--- src/rtl/wdog_pkg.sv ---
package wdog_pkg;

  localparam logic [7:0] KEY_FIRST  = 8'h55;
  localparam logic [7:0] KEY_SECOND = 8'hAA;

  localparam int unsigned EXP_MAX = 24;

  typedef enum logic {KEY_IDLE, KEY_HALF} key_st_e;

  // Timeout exponent for a rate code, reduced by trim.
  function automatic logic [4:0] rate_exp(input logic [2:0] code, input int unsigned trim);
    int unsigned e;
    case (code)
      3'd1:    e = 14;
      3'd2:    e = 16;
      3'd3:    e = 18;
      3'd4:    e = 20;
      3'd5:    e = 22;
      3'd6:    e = 23;
      3'd7:    e = 24;
      default: e = 24;
    endcase
    return 5'(e - trim);
  endfunction

endpackage

--- src/rtl/wdog_ctrl_reg.sv ---
module wdog_ctrl_reg (
  input  logic       clk,
  input  logic       rst_n,
  input  logic       wr,
  input  logic [7:0] wdata,
  input  logic       special_mode,
  input  logic       clr,
  output logic [2:0] rate,
  output logic       win_en,
  output logic       dbg_stop,
  output logic       rate_load
);

  localparam int RATE_LSB = 0;
  localparam int WIN_BIT  = 3;
  localparam int STOP_BIT = 4;
  localparam int MASK_BIT = 7;

  logic [2:0] rate_d;
  logic       win_d, stop_d, locked, locked_d;
  logic       field_ok;

  assign field_ok  = wr && !wdata[MASK_BIT] && (special_mode || !locked);
  assign rate_load = field_ok && !clr;

  always_comb begin
    rate_d   = rate;
    win_d    = win_en;
    stop_d   = dbg_stop;
    locked_d = locked;
    if (wr) begin
      stop_d = wdata[STOP_BIT];
    end
    if (field_ok) begin
      rate_d   = wdata[RATE_LSB +: 3];
      win_d    = wdata[WIN_BIT];
      locked_d = 1'b1;
    end
    if (clr) begin
      rate_d   = 3'd0;
      win_d    = 1'b0;
      locked_d = 1'b0;
    end
  end

  always_ff @(posedge clk or negedge rst_n) begin
    if (!rst_n) begin
      rate     <= 3'd0;
      win_en   <= 1'b0;
      dbg_stop <= 1'b0;
      locked   <= 1'b0;
    end else begin
      rate     <= rate_d;
      win_en   <= win_d;
      dbg_stop <= stop_d;
      locked   <= locked_d;
    end
  end

  p_write_once_r7: assert property (@(posedge clk) disable iff (!rst_n)
    (wr && !wdata[MASK_BIT] && locked && !special_mode && !clr) |=> (rate == $past(rate)))
    else $error("p_write_once_r7");

  p_mask_keeps_r9: assert property (@(posedge clk) disable iff (!rst_n)
    (wr && wdata[MASK_BIT] && !clr) |=> (rate == $past(rate) && locked == $past(locked)))
    else $error("p_mask_keeps_r9");

endmodule

--- src/rtl/wdog_key_seq.sv ---
module wdog_key_seq
  import wdog_pkg::*;
(
  input  logic       clk,
  input  logic       rst_n,
  input  logic       arm_wr,
  input  logic [7:0] arm_wdata,
  input  logic       enabled,
  input  logic       clr,
  output logic       service,
  output logic       fault
);

  key_st_e st, st_d;
  logic    take;

  assign take = arm_wr && enabled;

  always_comb begin
    st_d    = st;
    service = 1'b0;
    fault   = 1'b0;
    if (take) begin
      if (arm_wdata == KEY_FIRST) begin
        st_d = KEY_HALF;
      end else if (arm_wdata == KEY_SECOND && st == KEY_HALF) begin
        st_d    = KEY_IDLE;
        service = 1'b1;
      end else begin
        st_d  = KEY_IDLE;
        fault = 1'b1;
      end
    end
    if (clr) begin
      st_d = KEY_IDLE;
    end
  end

  always_ff @(posedge clk or negedge rst_n) begin
    if (!rst_n) st <= KEY_IDLE;
    else        st <= st_d;
  end

  p_orphan_second_r6: assert property (@(posedge clk) disable iff (!rst_n)
    (take && arm_wdata == KEY_SECOND && st == KEY_IDLE) |-> fault)
    else $error("p_orphan_second_r6");

  p_idle_when_off_r11: assert property (@(posedge clk) disable iff (!rst_n)
    (!enabled && st == KEY_IDLE) |=> (st == KEY_IDLE))
    else $error("p_idle_when_off_r11");

endmodule

--- src/rtl/wdog_counter.sv ---
module wdog_counter #(
  parameter int unsigned CW = 24
) (
  input  logic       clk,
  input  logic       rst_n,
  input  logic       enabled,
  input  logic       restart,
  input  logic       clr,
  input  logic [4:0] exp_sel,
  output logic       hit
);

  logic [CW-1:0] cnt, cnt_d, lim;

  assign lim = (CW'(1) << exp_sel) - CW'(1);
  assign hit = enabled && (cnt >= lim);

  always_comb begin
    if (clr || restart || !enabled) cnt_d = '0;
    else if (hit)                   cnt_d = cnt;
    else                            cnt_d = cnt + CW'(1);
  end

  always_ff @(posedge clk or negedge rst_n) begin
    if (!rst_n) cnt <= '0;
    else        cnt <= cnt_d;
  end

  p_off_is_zero_r1: assert property (@(posedge clk) disable iff (!rst_n)
    !enabled |=> (cnt == '0))
    else $error("p_off_is_zero_r1");

  p_cnt_bound_r2: assert property (@(posedge clk) disable iff (!rst_n)
    hit |=> (cnt == '0))
    else $error("p_cnt_bound_r2");

endmodule

--- src/rtl/wdog_rate_timer.sv ---
module wdog_rate_timer
  import wdog_pkg::*;
#(
  parameter int unsigned TRIM = 0
) (
  input  logic       clk_osc,
  input  logic       rst_n,
  input  logic       ctl_wr,
  input  logic [7:0] ctl_wdata,
  input  logic       arm_wr,
  input  logic [7:0] arm_wdata,
  input  logic       dbg_active,
  input  logic       special_mode,
  output logic [7:0] ctl_q,
  output logic       reset_req
);

  localparam int unsigned CW      = EXP_MAX - TRIM;
  localparam logic [4:0]  EXP_TOP = 5'(CW);

  logic [2:0] rate;
  logic       win_en, dbg_stop, rate_load;
  logic       enabled, override, service, fault, hit, fire, req_d;
  logic [4:0] exp_sel;
  logic       unused_wdata;

  assign unused_wdata = ^ctl_wdata[6:5];

  assign enabled  = (rate != 3'd0);
  assign override = enabled && dbg_active && !dbg_stop && special_mode;
  assign exp_sel  = override ? EXP_TOP : rate_exp(rate, TRIM);
  assign fire     = hit || fault;

  wdog_ctrl_reg u_ctrl (
    .clk          (clk_osc),
    .rst_n        (rst_n),
    .wr           (ctl_wr),
    .wdata        (ctl_wdata),
    .special_mode (special_mode),
    .clr          (fire),
    .rate         (rate),
    .win_en       (win_en),
    .dbg_stop     (dbg_stop),
    .rate_load    (rate_load)
  );

  wdog_key_seq u_key (
    .clk       (clk_osc),
    .rst_n     (rst_n),
    .arm_wr    (arm_wr),
    .arm_wdata (arm_wdata),
    .enabled   (enabled),
    .clr       (fire),
    .service   (service),
    .fault     (fault)
  );

  wdog_counter #(.CW(CW)) u_cnt (
    .clk     (clk_osc),
    .rst_n   (rst_n),
    .enabled (enabled),
    .restart (rate_load || service),
    .clr     (fire),
    .exp_sel (exp_sel),
    .hit     (hit)
  );

  assign req_d = fire;

  always_ff @(posedge clk_osc or negedge rst_n) begin
    if (!rst_n) reset_req <= 1'b0;
    else        reset_req <= req_d;
  end

  assign ctl_q = {3'b000, dbg_stop, win_en, rate};

  p_req_pulse_r3: assert property (@(posedge clk_osc) disable iff (!rst_n)
    reset_req |=> !reset_req)
    else $error("p_req_pulse_r3");

  p_req_disables_r3: assert property (@(posedge clk_osc) disable iff (!rst_n)
    reset_req |-> (rate == 3'd0 && !win_en))
    else $error("p_req_disables_r3");

  p_no_fire_off_r11: assert property (@(posedge clk_osc) disable iff (!rst_n)
    !enabled |=> !reset_req)
    else $error("p_no_fire_off_r11");

endmodule

--- config.mk ---
export PLATFORM = sky130hd
export DESIGN_NAME = wdog_rate_timer
export DESIGN_NICKNAME = d
export VERILOG_FILES = /design/src/rtl/wdog_pkg.sv /design/src/rtl/wdog_ctrl_reg.sv /design/src/rtl/wdog_key_seq.sv /design/src/rtl/wdog_counter.sv /design/src/rtl/wdog_rate_timer.sv
export SDC_FILE = /design/constraint.sdc
export NUM_CORES = 1
export LEC_CHECK = 0
export BUFFER_PORTS_ARGS = -buffer_cell sky130_fd_sc_hd__clkbuf_2
export CORE_ASPECT_RATIO = 1.4
export CORE_MARGIN = 5
export CORE_UTILIZATION = 60
export CTS_CLUSTER_DIAMETER = 40
export CTS_CLUSTER_SIZE = 40
export DETAILED_ROUTE_END_ITERATION = 8
export PLACE_DENSITY = 0.82
export SLEW_MARGIN = 0
export SYNTH_ARGS = -nofsm -noshare
export SYNTH_HDL_FRONTEND = slang
export SYNTH_SLANG_ARGS = --single-unit
--- constraint.sdc ---
create_clock -name clk_osc -period 4.19 [get_ports clk_osc]
set_input_delay 0.6285 -clock clk_osc [delete_from_list [all_inputs] [get_ports clk_osc]]
set_output_delay 0.6285 -clock clk_osc [all_outputs]
set_load 0.1 [all_outputs]
==> metrics.txt, run 1 <==
# TYPE chip_impl_metric gauge
chip_impl_info{name="status",value="finished clean"} 1
chip_impl_metric{name="floorplan.initialDensity",unit=""} 0.607
chip_impl_metric{name="grt_max_degree",unit=""} 33
chip_impl_metric{name="antenna_violations_before_repair",unit=""} 0
chip_impl_metric{name="first_pass_grt_wire_length",unit="um"} 7650
chip_impl_metric{name="gp_congestion",unit=""} 0.782
chip_impl_metric{name="timing.final.hold_violations",unit=""} 0
chip_impl_info{name="endpoint_kind",value="register"} 1
chip_impl_metric{name="grtUsageTotal",unit=""} 0.177
chip_impl_info{name="cts_root_buffer",value="sky130_fd_sc_hd__clkbuf_8"} 1
chip_impl_metric{name="insertedDiodeCount",unit=""} 0
chip_impl_metric{name="post-route-min-period",unit="ns"} 3.07
chip_impl_metric{name="die_h",unit="um"} 84.2
chip_impl_metric{name="fin_crit_sh",unit=""} 0.734
chip_impl_metric{name="route.final.wire_length",unit="um"} 4450
chip_impl_metric{name="worst-r2r-setup-slack",unit="ns"} 1.12
chip_impl_metric{name="route.antenna.remaining_nets",unit=""} 0
chip_impl_metric{name="core.rowCount",unit=""} 27
chip_impl_metric{name="maxClockFrequency",unit="MHz"} 325
chip_impl_metric{name="netlist-cell-type-count",unit=""} 48
chip_impl_metric{name="routed-via-count",unit=""} 1876
chip_impl_metric{name="totalPowerFinal",unit="mW"} 0.988
chip_impl_info{name="timing.hold.worst.class",value="input pin to asynchronous set/reset pin"} 1
chip_impl_metric{name="synthDominantCellAreaShare",unit=""} 0.340
chip_impl_info{name="path_class",value="register to register"} 1
chip_impl_metric{name="synthesis.instances",unit=""} 257
chip_impl_info{name="setup_repair_after_global_routing_missed_its_margin",value="false"} 1
chip_impl_metric{name="detail_route.drc_violations",unit=""} 0
chip_impl_metric{name="synth_enable_flop_cells",unit=""} 0
chip_impl_metric{name="yosysWarningCount",unit=""} 0
chip_impl_metric{name="drive_gt1_frac",unit=""} 0.156
chip_impl_metric{name="fin_nets",unit=""} 336
chip_impl_metric{name="post-cts-setup-buffer-count",unit=""} 0
chip_impl_metric{name="clkTransAtPathRegs",unit="ns"} 0.06
chip_impl_metric{name="io_pins",unit=""} 31
chip_impl_metric{name="final_number_of_max_transition_violations",unit=""} 0
chip_impl_metric{name="p_leak",unit="nW"} 1.29
chip_impl_metric{name="detailedRoute.firstIterationViolations",unit=""} 74
chip_impl_metric{name="later_pin_clock_latency_in_the_skew_report",unit="ns"} 0.28
chip_impl_metric{name="timing.setup.tns",unit="ns"} 0
chip_impl_info{name="ys_top_cells_by_area",value="sky130_fd_sc_hd__dfrtp_1 (34%), sky130_fd_sc_hd__ha_1 (14%), sky130_fd_sc_hd__nor2_1 (6.4%)"} 1
chip_impl_metric{name="drt_first_pass_iters",unit=""} 4
chip_impl_metric{name="chipWidth",unit="um"} 63.0
chip_impl_metric{name="slew_headroom",unit=""} 0.464
chip_impl_info{name="synth_common_cells",value="sky130_fd_sc_hd__nor2_1 (40), sky130_fd_sc_hd__dfrtp_1 (32), sky130_fd_sc_hd__ha_1 (26), sky130_fd_sc_hd__nand2_1 (20), sky130_fd_sc_hd__xor2_1 (15)"} 1
chip_impl_metric{name="worst_ep_arrival_time",unit="ns"} 3.28
chip_impl_info{name="critical_path.slowest_cell",value="sky130_fd_sc_hd__dfrtp_1"} 1
chip_impl_metric{name="cp_data_required_time",unit="ns"} 4.39
chip_impl_info{name="cts_tree",value="built"} 1
chip_impl_metric{name="vias_in_the_first_global_route",unit=""} 1792
chip_impl_metric{name="floorplan.core_area",unit="sq um"} 3880
chip_impl_metric{name="relative_area_change_from_synthesis_to_final_layout",unit="%"} 10.1
chip_impl_metric{name="final.setup_skew",unit="ns"} 0.00296
chip_impl_metric{name="synthesis.area",unit="sq um"} 2360
chip_impl_metric{name="post_drt_via_cell_ratio",unit=""} 5.67
chip_impl_metric{name="cts_resized",unit=""} 0
chip_impl_metric{name="worst_slew_pin_slew",unit="ns"} 0.804
chip_impl_metric{name="post-dp-hpwl",unit="um"} 3400
chip_impl_metric{name="utilization",unit=""} 0.668
chip_impl_info{name="startpoint_type",value="register"} 1
chip_impl_info{name="cell_with_the_most_instances_after_synthesis",value="sky130_fd_sc_hd__nor2_1"} 1
chip_impl_metric{name="synth.ff_latch_count",unit=""} 32
chip_impl_info{name="cp_cell_sequence",value="nor2_1 -> nand2_1 -> nand2_1 -> o21ba_2 -> ha_1 -> a21o_1 -> a21o_1 -> a2111oi_4 -> o211a_4 -> nand3_4 -> nor2_1"} 1
chip_impl_info{name="synth_top_flop_cell",value="sky130_fd_sc_hd__dfrtp_1"} 1
chip_impl_metric{name="synth-async-reset-ratio",unit=""} 1.00
chip_impl_metric{name="design.die.area",unit="sq um"} 5300
chip_impl_metric{name="pwr_density_cell",unit="nW/um^2"} 381
chip_impl_metric{name="synth_area_per_cell",unit="sq um"} 9.18
chip_impl_info{name="synth_top_cell_by_area",value="sky130_fd_sc_hd__dfrtp_1"} 1
chip_impl_metric{name="cts-hold-fix-buffers",unit=""} 0
chip_impl_metric{name="crit_path_max_fanout",unit=""} 24
chip_impl_metric{name="final_area",unit="sq um"} 2600
chip_impl_metric{name="global_route.overflow_total",unit=""} 0
chip_impl_metric{name="placed_area",unit="sq um"} 2500
chip_impl_metric{name="setup-violations-final",unit=""} 0
chip_impl_metric{name="tritoncts.num_buffers",unit=""} 5
chip_impl_metric{name="slowest_delay",unit="ns"} 0.51
chip_impl_metric{name="maxCapViolations",unit=""} 0
chip_impl_metric{name="htree_levels",unit=""} 2
chip_impl_metric{name="avgRoutedWirePerCell",unit="um"} 13.4
chip_impl_metric{name="max-clock-path-buffers",unit=""} 2
chip_impl_metric{name="cts_sinks",unit=""} 32
chip_impl_metric{name="seq_area_frac_synth",unit=""} 0.340
chip_impl_metric{name="numPortBuffers",unit=""} 25
chip_impl_metric{name="vdd_ir_drop_max",unit="mV"} 0.353
==> state kept, by name (all words and copies together), names as in the netlist <==
name	flops
u_ctrl.dbg_stop	1
u_ctrl.win_en	1
u_cnt.cnt	24
reset_req	1
u_ctrl.locked	1
u_ctrl.rate	3
u_key.st	1
==> power breakdown <==
| group | internal (mW) | switching (mW) |
|---|---|---|
| sequential | 0.331 | 0.0323 |
| combinational | 0.103 | 0.270 |
| clock | 0.146 | 0.106 |
| total | 0.580 | 0.408 |
==> worst max-delay path: cells and delay by family (launching register included) <==
family | cells | cell delay [ns]
AO/OA/AOI/OAI | 5 | 1.20
adder cells (fa/ha/maj) | 1 | 0.29
flip-flops | 1 | 0.51
AND/OR/NAND/NOR | 5 | 0.99
==> area by class of cell <==
type	count	area, sq um
multi-input combinational	212	1480
clock buffer	7	96.3
sequential	32	801
inverter	12	45.0
tap	43	53.8
timing repair buffer	25	125
fill	321	1290
==> worst paths after layout <==
| check | endpoint | start | depth (start not counted) |
|---|---|---|---|
| max | u_cnt.cnt[15]$_DFFE_PN0P_ | u_ctrl.rate[1]$_DFFE_PN0P_ | 11 |
| min | u_cnt.cnt[9]$_DFFE_PN0P_ | rst_n | 1 |
| max reg2reg | u_cnt.cnt[15]$_DFFE_PN0P_ | u_ctrl.rate[1]$_DFFE_PN0P_ | 11 |
| min reg2reg | u_key.st$_DFFE_PN0P_ | u_key.st$_DFFE_PN0P_ | 1 |
| max in group asynchronous | u_ctrl.rate[1]$_DFFE_PN0P_ | rst_n | 1 |
| min in group clk_osc | u_key.st$_DFFE_PN0P_ | u_key.st$_DFFE_PN0P_ | 1 |
==> kinds of logic (layout without fill, tap and decap cells) <==
| kind of cell | Yosys count | after routing | synth area share |
|---|---|---|---|
| AOI/OAI and AO/OA | 37 | 37 | 0.127 |
| xor gates and xnor gates | 24 | 24 | 0.0891 |
| adders and majority gates | 26 | 26 | 0.138 |
| buffers and inverters | 23 | 44 | 0.0509 |
| DFF | 32 | 32 | 0.340 |
| muxes | 4 | 4 | 0.0175 |
| other | 2 | 12 | 0.00318 |
| and+or+nand+nor | 109 | 109 | 0.234 |
==> metrics by stage <==
step | setup slack [ns] | std cells | hold slack [ns]
2_1_floorplan | 0.805 | 267 | 0.333
3_3_place_gp | 1.02 | 324 | 0.476
3_5_place_dp | 1.02 | 324 | 0.489
4_1_cts | 1.11 | 331 | 0.456
5_1_grt | 0.941 | 331 | 0.503
6_report | 1.12 | 331 | 0.428
==> placed cells by master, fill, tap and decap left out, types with 4 or more instances in the layout <==
| cell | n |
|---|---|
| sky130_fd_sc_hd__nor2_1 | 40 |
| sky130_fd_sc_hd__dfrtp_1 | 32 |
| sky130_fd_sc_hd__ha_1 | 26 |
| sky130_fd_sc_hd__clkbuf_2 | 25 |
| sky130_fd_sc_hd__nand2_1 | 20 |
| sky130_fd_sc_hd__xor2_1 | 15 |
| sky130_fd_sc_hd__nand3_1 | 13 |
| sky130_fd_sc_hd__inv_1 | 12 |
| sky130_fd_sc_hd__conb_1 | 12 |
| sky130_fd_sc_hd__a21oi_1 | 11 |
| sky130_fd_sc_hd__xnor2_1 | 9 |
| sky130_fd_sc_hd__clkbuf_8 | 7 |
| sky130_fd_sc_hd__and3_1 | 6 |
| sky130_fd_sc_hd__nor3_1 | 5 |
| sky130_fd_sc_hd__a21o_1 | 5 |
| sky130_fd_sc_hd__o21ai_0 | 4 |
| sky130_fd_sc_hd__nand4_1 | 4 |
==> routing by layer <==
layer | GRT usage | part of all wire | up-vias
met3 | 0.0415 | 0.045 | 10
met2 | 0.310 | 0.52 | 36
met5 | 0 | 0 | -
met1 | 0.206 | 0.41 | 890
met4 | 0.0676 | 0.021 | 0
li1 | - | - | 940
(Power assumes the default switching activity.)
==> run 2, diff against run 1 <==
--- a/config.mk
+++ b/config.mk
@@ -8,11 +8,11 @@
 export BUFFER_PORTS_ARGS = -buffer_cell sky130_fd_sc_hd__clkbuf_2
 export CORE_ASPECT_RATIO = 1.4
 export CORE_MARGIN = 5
-export CORE_UTILIZATION = 60
+export CORE_UTILIZATION = 58
 export CTS_CLUSTER_DIAMETER = 40
 export CTS_CLUSTER_SIZE = 40
 export DETAILED_ROUTE_END_ITERATION = 8
-export PLACE_DENSITY = 0.82
+export PLACE_DENSITY = 0.8
 export SLEW_MARGIN = 0
 export SYNTH_ARGS = -nofsm -noshare
 export SYNTH_HDL_FRONTEND = slang
==> constraint.sdc (replaced) <==
create_clock -name clk_osc -period 3.1 [get_ports clk_osc]
set_input_delay 0.465 -clock clk_osc [delete_from_list [all_inputs] [get_ports clk_osc]]
set_output_delay 0.465 -clock clk_osc [all_outputs]
set_load 0.1 [all_outputs]
==> run 2 against run 1 <==
  * Count of clock-buffer cells in the layout unchanged
  * Non-clock buffer count grew 4
  * Wire length up 3.3%
  * Design area is 0.82% higher
  * Power grew 35%
  * Global-route usage up 0.24 points
  * Worst setup slack lost 0.87 ns
  * First-iteration DRC count down 18%
  * Critical path depth did not move
  * Cell count rose by 1.5%
  * Critical path type unchanged
  * Highest routed layer unchanged
==> metrics.txt, run 2 (synthesis gave the netlist of run 1 again) <==
# TYPE chip_impl_metric gauge
chip_impl_metric{name="fin_cells",unit=""} 336
chip_impl_metric{name="floorplan.core_area",unit="sq um"} 3950
chip_impl_metric{name="detail_route.drc_violations",unit=""} 0
chip_impl_metric{name="core.rowCount",unit=""} 27
chip_impl_metric{name="routed-via-count",unit=""} 1894
chip_impl_metric{name="timing.setup.tns",unit="ns"} 0
chip_impl_metric{name="cts-hold-fix-buffers",unit=""} 0
chip_impl_metric{name="chipWidth",unit="um"} 63.9
chip_impl_metric{name="cts_resized",unit=""} 0
chip_impl_metric{name="drt_first_pass_iters",unit=""} 4
chip_impl_metric{name="final_area",unit="sq um"} 2620
chip_impl_metric{name="seqPwrFrac",unit=""} 0.356
chip_impl_metric{name="dpl_worst_slack",unit="ns"} 0.106
chip_impl_metric{name="clkTransAtPathRegs",unit="ns"} 0.07
chip_impl_metric{name="max-clock-path-buffers",unit=""} 2
chip_impl_metric{name="final.setup_skew",unit="ns"} 0.00732
chip_impl_metric{name="number_of_flip_flops_under_the_largest_register_name",unit=""} 24
chip_impl_metric{name="met1_use_gr",unit=""} 0.196
chip_impl_info{name="status",value="finished clean"} 1
chip_impl_info{name="timing.hold.worst.class",value="input pin to asynchronous set/reset pin"} 1
chip_impl_metric{name="placed_area",unit="sq um"} 2540
chip_impl_metric{name="power_switching",unit="mW"} 0.563
chip_impl_metric{name="post-dp-hpwl",unit="um"} 3530
chip_impl_metric{name="floorplan.initialDensity",unit=""} 0.597
chip_impl_info{name="cts_tree",value="built"} 1
chip_impl_metric{name="grtUsageTotal",unit=""} 0.179
chip_impl_metric{name="comb_power_share",unit=""} 0.413
chip_impl_info{name="biggestRegsByFlops",value="u_cnt.cnt: 24 flops, u_ctrl.rate: 3 flops"} 1
chip_impl_metric{name="later_pin_clock_latency_in_the_skew_report",unit="ns"} 0.29
chip_impl_metric{name="timing.final.hold_violations",unit=""} 0
chip_impl_info{name="critical_path.startpoint",value="u_ctrl.rate[1]$_DFFE_PN0P_"} 1
chip_impl_metric{name="p_leak",unit="nW"} 1.29
chip_impl_metric{name="insertedDiodeCount",unit=""} 0
chip_impl_metric{name="drive_gt1_frac",unit=""} 0.177
chip_impl_metric{name="first_pass_grt_wire_length",unit="um"} 7810
chip_impl_metric{name="route.antenna.remaining_nets",unit=""} 0
chip_impl_info{name="path_class",value="register to register"} 1
chip_impl_metric{name="fin_nets",unit=""} 340
chip_impl_metric{name="global_route.overflow_total",unit=""} 0
chip_impl_metric{name="avgRoutedWirePerCell",unit="um"} 13.7
chip_impl_metric{name="relative_area_change_from_synthesis_to_final_layout",unit="%"} 11.0
chip_impl_metric{name="maxClockFrequency",unit="MHz"} 350
chip_impl_metric{name="fin_crit_sh",unit=""} 0.920
chip_impl_metric{name="tritoncts.num_buffers",unit=""} 5
chip_impl_info{name="grt_busiest_layer",value="met2"} 1
chip_impl_metric{name="post-route-min-period",unit="ns"} 2.85
chip_impl_metric{name="gp_congestion",unit=""} 0.790
chip_impl_metric{name="post_drt_via_cell_ratio",unit=""} 5.64
chip_impl_metric{name="vdd_ir_drop_max",unit="mV"} 0.457
chip_impl_metric{name="cp_data_required_time",unit="ns"} 3.31
chip_impl_metric{name="detailedRoute.firstIterationViolations",unit=""} 61
chip_impl_metric{name="worst_slack",unit="ns"} 0.247
chip_impl_metric{name="place_inst",unit=""} 328
chip_impl_metric{name="design.die.area",unit="sq um"} 5460
chip_impl_metric{name="io_pins",unit=""} 31
chip_impl_metric{name="final_number_of_max_transition_violations",unit=""} 0
chip_impl_metric{name="grt_max_degree",unit=""} 33
chip_impl_metric{name="slowest_delay",unit="ns"} 0.47
chip_impl_info{name="critical_path.slowest_cell",value="sky130_fd_sc_hd__dfrtp_4"} 1
chip_impl_metric{name="pwr_density_cell",unit="nW/um^2"} 509
chip_impl_metric{name="slew_headroom",unit=""} 0.461
chip_impl_info{name="setup_repair_after_global_routing_missed_its_margin",value="false"} 1
chip_impl_info{name="endpoint_kind",value="register"} 1
chip_impl_info{name="cts_root_buffer",value="sky130_fd_sc_hd__clkbuf_8"} 1
chip_impl_metric{name="vias_in_the_first_global_route",unit=""} 1838
chip_impl_metric{name="cts_sinks",unit=""} 32
chip_impl_metric{name="p_clk_frac",unit=""} 0.232
chip_impl_info{name="startpoint_type",value="register"} 1
chip_impl_metric{name="worst_slew_pin_slew",unit="ns"} 0.809
chip_impl_info{name="rr_startpoint",value="u_ctrl.rate[1]$_DFFE_PN0P_"} 1
chip_impl_metric{name="grt_use_met2",unit=""} 0.333
chip_impl_metric{name="route.final.wire_length",unit="um"} 4600
chip_impl_metric{name="crit_path_max_fanout",unit=""} 24
chip_impl_metric{name="die_h",unit="um"} 85.5
chip_impl_metric{name="p_int",unit="mW"} 0.768
chip_impl_metric{name="maxCapViolations",unit=""} 0
chip_impl_metric{name="switching_share",unit=""} 0.423
chip_impl_metric{name="worst_ep_arrival_time",unit="ns"} 3.06
chip_impl_metric{name="holdWs",unit="ns"} 0.263
chip_impl_metric{name="post-cts-setup-buffer-count",unit=""} 0
chip_impl_metric{name="setup-violations-final",unit=""} 0
chip_impl_info{name="cp_cell_sequence",value="nor2_1 -> nand2_1 -> nand2_1 -> o21ba_2 -> ha_1 -> a21o_1 -> a21o_1 -> a2111oi_4 -> o211a_4 -> nand3_4 -> nor2_1"} 1
chip_impl_info{name="final_common_cell",value="sky130_fd_sc_hd__nor2_1"} 1
chip_impl_info{name="registers.top_by_ff_count",value="u_cnt.cnt"} 1
chip_impl_metric{name="global_route.usage.met3",unit=""} 0.0371
chip_impl_metric{name="htree_levels",unit=""} 2
chip_impl_metric{name="numPortBuffers",unit=""} 25
chip_impl_metric{name="antenna_violations_before_repair",unit=""} 0
chip_impl_info{name="layout_common_cells",value="sky130_fd_sc_hd__nor2_1 (40), sky130_fd_sc_hd__dfrtp_1 (29), sky130_fd_sc_hd__ha_1 (26)"} 1
==> run 2: cell count changes in the layout (fill, tap and decap cells not counted) <==
cell,before,now
sky130_fd_sc_hd__clkinv_2,0,1
sky130_fd_sc_hd__inv_1,12,11
sky130_fd_sc_hd__dfrtp_4,0,1
sky130_fd_sc_hd__clkbuf_8,7,5
sky130_fd_sc_hd__dfrtp_2,0,2
sky130_fd_sc_hd__inv_2,0,1
sky130_fd_sc_hd__dfrtp_1,32,29
sky130_fd_sc_hd__buf_4,0,4
sky130_fd_sc_hd__clkbuf_1,0,2
==> run 2: metrics by stage <==
step                utilization  power (mW)
floorplan                     -       0.932
global placement          0.642        1.02
detailed placement        0.642        1.03
CTS                       0.662        1.34
global route              0.662        1.42
finish                    0.662        1.33
==> run 2: worst max-delay path: cells and delay by family, from the launching register on <==
family,cells,cell delay [ns]
AND/OR/NAND/NOR,5,0.82
AO/OA/AOI/OAI,5,1.18
flip-flops,1,0.47
adder cells (fa/ha/maj),1,0.29
==> run 2: final timing paths <==
path | endpoint | slack, ns | cells after the start
worst max register to register | u_cnt.cnt[15]$_DFFE_PN0P_ | 0.25 | 11
worst min-delay path | u_ctrl.win_en$_DFFE_PN0P_ | 0.26 | 1
min in group clk_osc | u_ctrl.dbg_stop$_DFFE_PN0P_ | 0.41 | 2
worst max-delay path | u_cnt.cnt[15]$_DFFE_PN0P_ | 0.25 | 11
max in group asynchronous | u_ctrl.rate[1]$_DFFE_PN0P_ | 2.25 | 1
worst min register to register | u_key.st$_DFFE_PN0P_ | 0.48 | 1
==> run 2: layout make-up <==
cell class                 count  area (sq um)
timing repair buffer          29           155
tap                           43          53.8
multi-input combinational    212          1480
clock buffer                   7          76.3
inverter                      12          45.0
clock inverter                 1          5.00
sequential                    32           807
fill                         335          1340
==> run 2: routing by layer <==
layer	up-vias	share of wire	wire [um]
li1	956	-	-
met1	900	0.41	1900
met2	30	0.53	2440
met3	8	0.038	175
met4	0	0.017	80
met5	-	0	0
==> run 2: power groups by stage <==
stage,clock network [mW],logic (mW),registers [mW]
final,0.308,0.550,0.473
after CTS,0.315,0.551,0.473
after global placement,0,0.538,0.478
after detailed placement,0,0.548,0.481
after floorplan,0,0.351,0.580
after global routing,0.336,0.602,0.478
==> run 3, diff against run 2 <==
--- a/config.mk
+++ b/config.mk
@@ -7,12 +7,13 @@
 export LEC_CHECK = 0
 export BUFFER_PORTS_ARGS = -buffer_cell sky130_fd_sc_hd__clkbuf_2
 export CORE_ASPECT_RATIO = 1.4
-export CORE_MARGIN = 5
-export CORE_UTILIZATION = 58
+export CORE_MARGIN = 1.5
+export CORE_UTILIZATION = 54
+export CTS_BUF_LIST = sky130_fd_sc_hd__clkbuf_8
 export CTS_CLUSTER_DIAMETER = 40
 export CTS_CLUSTER_SIZE = 40
 export DETAILED_ROUTE_END_ITERATION = 8
-export PLACE_DENSITY = 0.8
+export PLACE_DENSITY = 0.78
 export SLEW_MARGIN = 0
 export SYNTH_ARGS = -nofsm -noshare
 export SYNTH_HDL_FRONTEND = slang
==> constraint.sdc (replaced) <==
create_clock -name clk_osc -period 2.6 [get_ports clk_osc]
set_input_delay 0.39 -clock clk_osc [delete_from_list [all_inputs] [get_ports clk_osc]]
set_output_delay 0.39 -clock clk_osc [all_outputs]
set_load 0.1 [all_outputs]
==> run 3 against run 2 <==
  * The flow now finishes with violations (negative setup slack)
  * Wire length up 26%
  * Fmax up 2.6%
  * Critical path depth up 3
  * First-iteration DRC count up 77%
  * Sequential cell count unchanged
  * Clock skew up 0.0035 ns
  * Power up 44%
  * Combinational power up 72%
  * Register-to-register slack worse by 0.43 ns
==> metrics.txt, run 3 (synthesis gave the netlist of run 1 again) <==
# TYPE chip_impl_metric gauge
chip_impl_info{name="timing.hold.worst.class",value="input pin to asynchronous set/reset pin"} 1
chip_impl_metric{name="crit_path_max_fanout",unit=""} 6
chip_impl_info{name="status",value="finished with violations"} 1
chip_impl_metric{name="floorplan.initialDensity",unit=""} 0.561
chip_impl_metric{name="pwr_density_cell",unit="nW/um^2"} 641
chip_impl_metric{name="grt_max_degree",unit=""} 33
chip_impl_info{name="final_common_cell",value="sky130_fd_sc_hd__nor2_1"} 1
chip_impl_info{name="cts_tree",value="built"} 1
chip_impl_info{name="regToRegEndpoint",value="u_cnt.cnt[18]$_DFFE_PN0P_"} 1
chip_impl_metric{name="p_leak",unit="nW"} 1.48
chip_impl_info{name="cts_root_buffer",value="sky130_fd_sc_hd__clkbuf_8"} 1
chip_impl_metric{name="cp_data_required_time",unit="ns"} 2.78
chip_impl_info{name="startpoint_type",value="register"} 1
chip_impl_metric{name="die_h",unit="um"} 81.2
chip_impl_metric{name="routed-via-count",unit=""} 2068
chip_impl_metric{name="antenna_violations_before_repair",unit=""} 0
chip_impl_info{name="rr_startpoint",value="u_ctrl.dbg_stop$_DFFE_PN0P_"} 1
chip_impl_metric{name="clkTransAtPathRegs",unit="ns"} 0.07
chip_impl_info{name="endpoint_kind",value="register"} 1
chip_impl_metric{name="htree_levels",unit=""} 2
chip_impl_metric{name="post-dp-hpwl",unit="um"} 3590
chip_impl_metric{name="cts_sinks",unit=""} 32
chip_impl_info{name="violated_checks",value="negative setup slack"} 1
chip_impl_metric{name="later_pin_clock_latency_in_the_skew_report",unit="ns"} 0.29
chip_impl_metric{name="detailedRoute.firstIterationViolations",unit=""} 108
chip_impl_metric{name="global_route.overflow_total",unit=""} 0
chip_impl_metric{name="avgRoutedWirePerCell",unit="um"} 15.9
chip_impl_metric{name="number_of_flip_flops_under_the_largest_register_name",unit=""} 24
chip_impl_metric{name="worst_slack",unit="ns"} -0.180
chip_impl_metric{name="vias_in_the_first_global_route",unit=""} 1901
chip_impl_metric{name="worst_ep_arrival_time",unit="ns"} 2.96
chip_impl_metric{name="final.setup_skew",unit="ns"} 0.0108
chip_impl_metric{name="fin_nets",unit=""} 368
chip_impl_metric{name="maxClockFrequency",unit="MHz"} 360
chip_impl_metric{name="first_pass_grt_wire_length",unit="um"} 8290
chip_impl_metric{name="worstRegToRegCells",unit=""} 14
chip_impl_metric{name="gp_congestion",unit=""} 0.756
chip_impl_metric{name="chipWidth",unit="um"} 58.9
chip_impl_metric{name="fin_cells",unit=""} 366
chip_impl_metric{name="route.antenna.remaining_nets",unit=""} 0
chip_impl_metric{name="final_number_of_max_transition_violations",unit=""} 0
chip_impl_metric{name="relative_area_change_from_synthesis_to_final_layout",unit="%"} 26.7
chip_impl_metric{name="io_pins",unit=""} 31
chip_impl_metric{name="timing.final.hold_violations",unit=""} 0
chip_impl_metric{name="tritoncts.num_buffers",unit=""} 5
chip_impl_metric{name="drive_gt1_frac",unit=""} 0.305
chip_impl_metric{name="route.final.wire_length",unit="um"} 5810
chip_impl_metric{name="core.rowCount",unit=""} 28
chip_impl_info{name="layout_common_cells",value="sky130_fd_sc_hd__nor2_1 (33), sky130_fd_sc_hd__dfrtp_1 (29), sky130_fd_sc_hd__buf_4 (27)"} 1
chip_impl_metric{name="max-clock-path-buffers",unit=""} 2
chip_impl_metric{name="floorplan.core_area",unit="sq um"} 4200
chip_impl_metric{name="cts-hold-fix-buffers",unit=""} 0
chip_impl_info{name="path_class",value="register to register"} 1
chip_impl_metric{name="setup-violations-final",unit=""} 31
chip_impl_metric{name="slew_headroom",unit=""} 0.415
chip_impl_metric{name="vdd_ir_drop_max",unit="mV"} 0.361
chip_impl_metric{name="drt_first_pass_iters",unit=""} 4
chip_impl_metric{name="detail_route.drc_violations",unit=""} 0
chip_impl_info{name="setup_repair_after_global_routing_missed_its_margin",value="true"} 1
chip_impl_metric{name="insertedDiodeCount",unit=""} 0
chip_impl_metric{name="maxCapViolations",unit=""} 0
chip_impl_metric{name="post-route-min-period",unit="ns"} 2.78
chip_impl_metric{name="fin_crit_sh",unit=""} 1.07
chip_impl_info{name="biggestRegsByFlops",value="u_cnt.cnt: 24 flops, u_ctrl.rate: 3 flops"} 1
chip_impl_metric{name="grtUsageTotal",unit=""} 0.229
chip_impl_metric{name="worst_slew_pin_slew",unit="ns"} 0.877
chip_impl_metric{name="design.die.area",unit="sq um"} 4780
chip_impl_metric{name="post_drt_via_cell_ratio",unit=""} 5.65
chip_impl_info{name="registers.top_by_ff_count",value="u_cnt.cnt"} 1
chip_impl_metric{name="numPortBuffers",unit=""} 25
chip_impl_metric{name="totalPowerFinal",unit="mW"} 1.92
chip_impl_metric{name="worst-r2r-setup-slack",unit="ns"} -0.18
chip_impl_metric{name="place_inst",unit=""} 347
run 3: per-stage QoR:
stage / util / setup TNS (ns) / instance area, sq um / hold WS (ns) / setup WS (ns)
floorplan: - / -3.16 / 2460 / 0.0944 / -0.138
CTS: 0.679 / -0.790 / 2850 / 0.221 / -0.0568
finish: 0.711 / -4.62 / 2990 / 0.208 / -0.180
global placement: 0.647 / -1.69 / 2720 / 0.468 / -0.0936
detailed placement: 0.647 / -2.23 / 2720 / 0.468 / -0.110
global route: 0.711 / -8.04 / 2990 / 0.265 / -0.284
run 3: timing repair:
| action | 4_1_cts | 5_1_grt |
|---|---|---|
| cloned | 0 | 3 |
| resized for setup | 5 | 12 |
| pin swaps | 13 | 11 |
| setup buffers | 3 | 5 |
| endpoints found under the setup margin | 30 | 31 |
run 3: final cells by class:
type	count	area [sq um]
inverters	12	45.0
fillers	313	1210
repair buffers	57	420
flip-flops and latches	32	812
clock inverters	2	7.51
well taps	45	56.3
multi-input cells	212	1570
clock buffers	6	82.6
run 3: power breakdown:
part / leakage (nW) / internal (mW) / switching, mW
combinational: 0.990 / 0.372 / 0.574
clock: 0.0538 / 0.208 / 0.187
sequential: 0.433 / 0.542 / 0.0339
total: 1.48 / 1.12 / 0.795
run 3: per-layer routing:
| layer | up-vias | wire, um | track usage |
|---|---|---|---|
| met1 | 994 | 2350 | 0.267 |
| met3 | 16 | 173 | 0.0414 |
| met5 | - | 0 | 0 |
| met4 | 0 | 189 | 0.125 |
| met2 | 50 | 3110 | 0.389 |
| li1 | 1008 | - | - |
run 3: worst max-delay path, stage by stage, from the launching register on:
cell                       delay (ns)
sky130_fd_sc_hd__dfrtp_1         0.38
sky130_fd_sc_hd__nand3b_1        0.24
sky130_fd_sc_hd__nand2_2         0.17
sky130_fd_sc_hd__nor2_2          0.07
sky130_fd_sc_hd__nor2_2          0.12
sky130_fd_sc_hd__buf_4           0.13
sky130_fd_sc_hd__a21oi_2         0.03
sky130_fd_sc_hd__ha_1            0.29
sky130_fd_sc_hd__nand2_2         0.07
sky130_fd_sc_hd__nor4_4          0.31
sky130_fd_sc_hd__o211ai_1        0.19
sky130_fd_sc_hd__o211a_4         0.32
sky130_fd_sc_hd__nand3_4         0.13
sky130_fd_sc_hd__buf_6           0.16
sky130_fd_sc_hd__nor2_1          0.05
run 3: worst max-delay path by stage:
stage	from	end	slack (ns)	depth (start not counted)
floorplan	u_ctrl.rate[0]$_DFFE_PN0P_	u_cnt.cnt[0]$_DFFE_PN0P_	-0.14	13
global placement	special_mode	u_ctrl.rate[2]$_DFFE_PN0P_	-0.09	12
detailed placement	special_mode	u_ctrl.rate[2]$_DFFE_PN0P_	-0.11	12
CTS	u_ctrl.dbg_stop$_DFFE_PN0P_	u_ctrl.rate[2]$_DFFE_PN0P_	-0.06	11
global route	u_ctrl.dbg_stop$_DFFE_PN0P_	u_cnt.cnt[18]$_DFFE_PN0P_	-0.28	14
finish	u_ctrl.dbg_stop$_DFFE_PN0P_	u_cnt.cnt[18]$_DFFE_PN0P_	-0.18	14
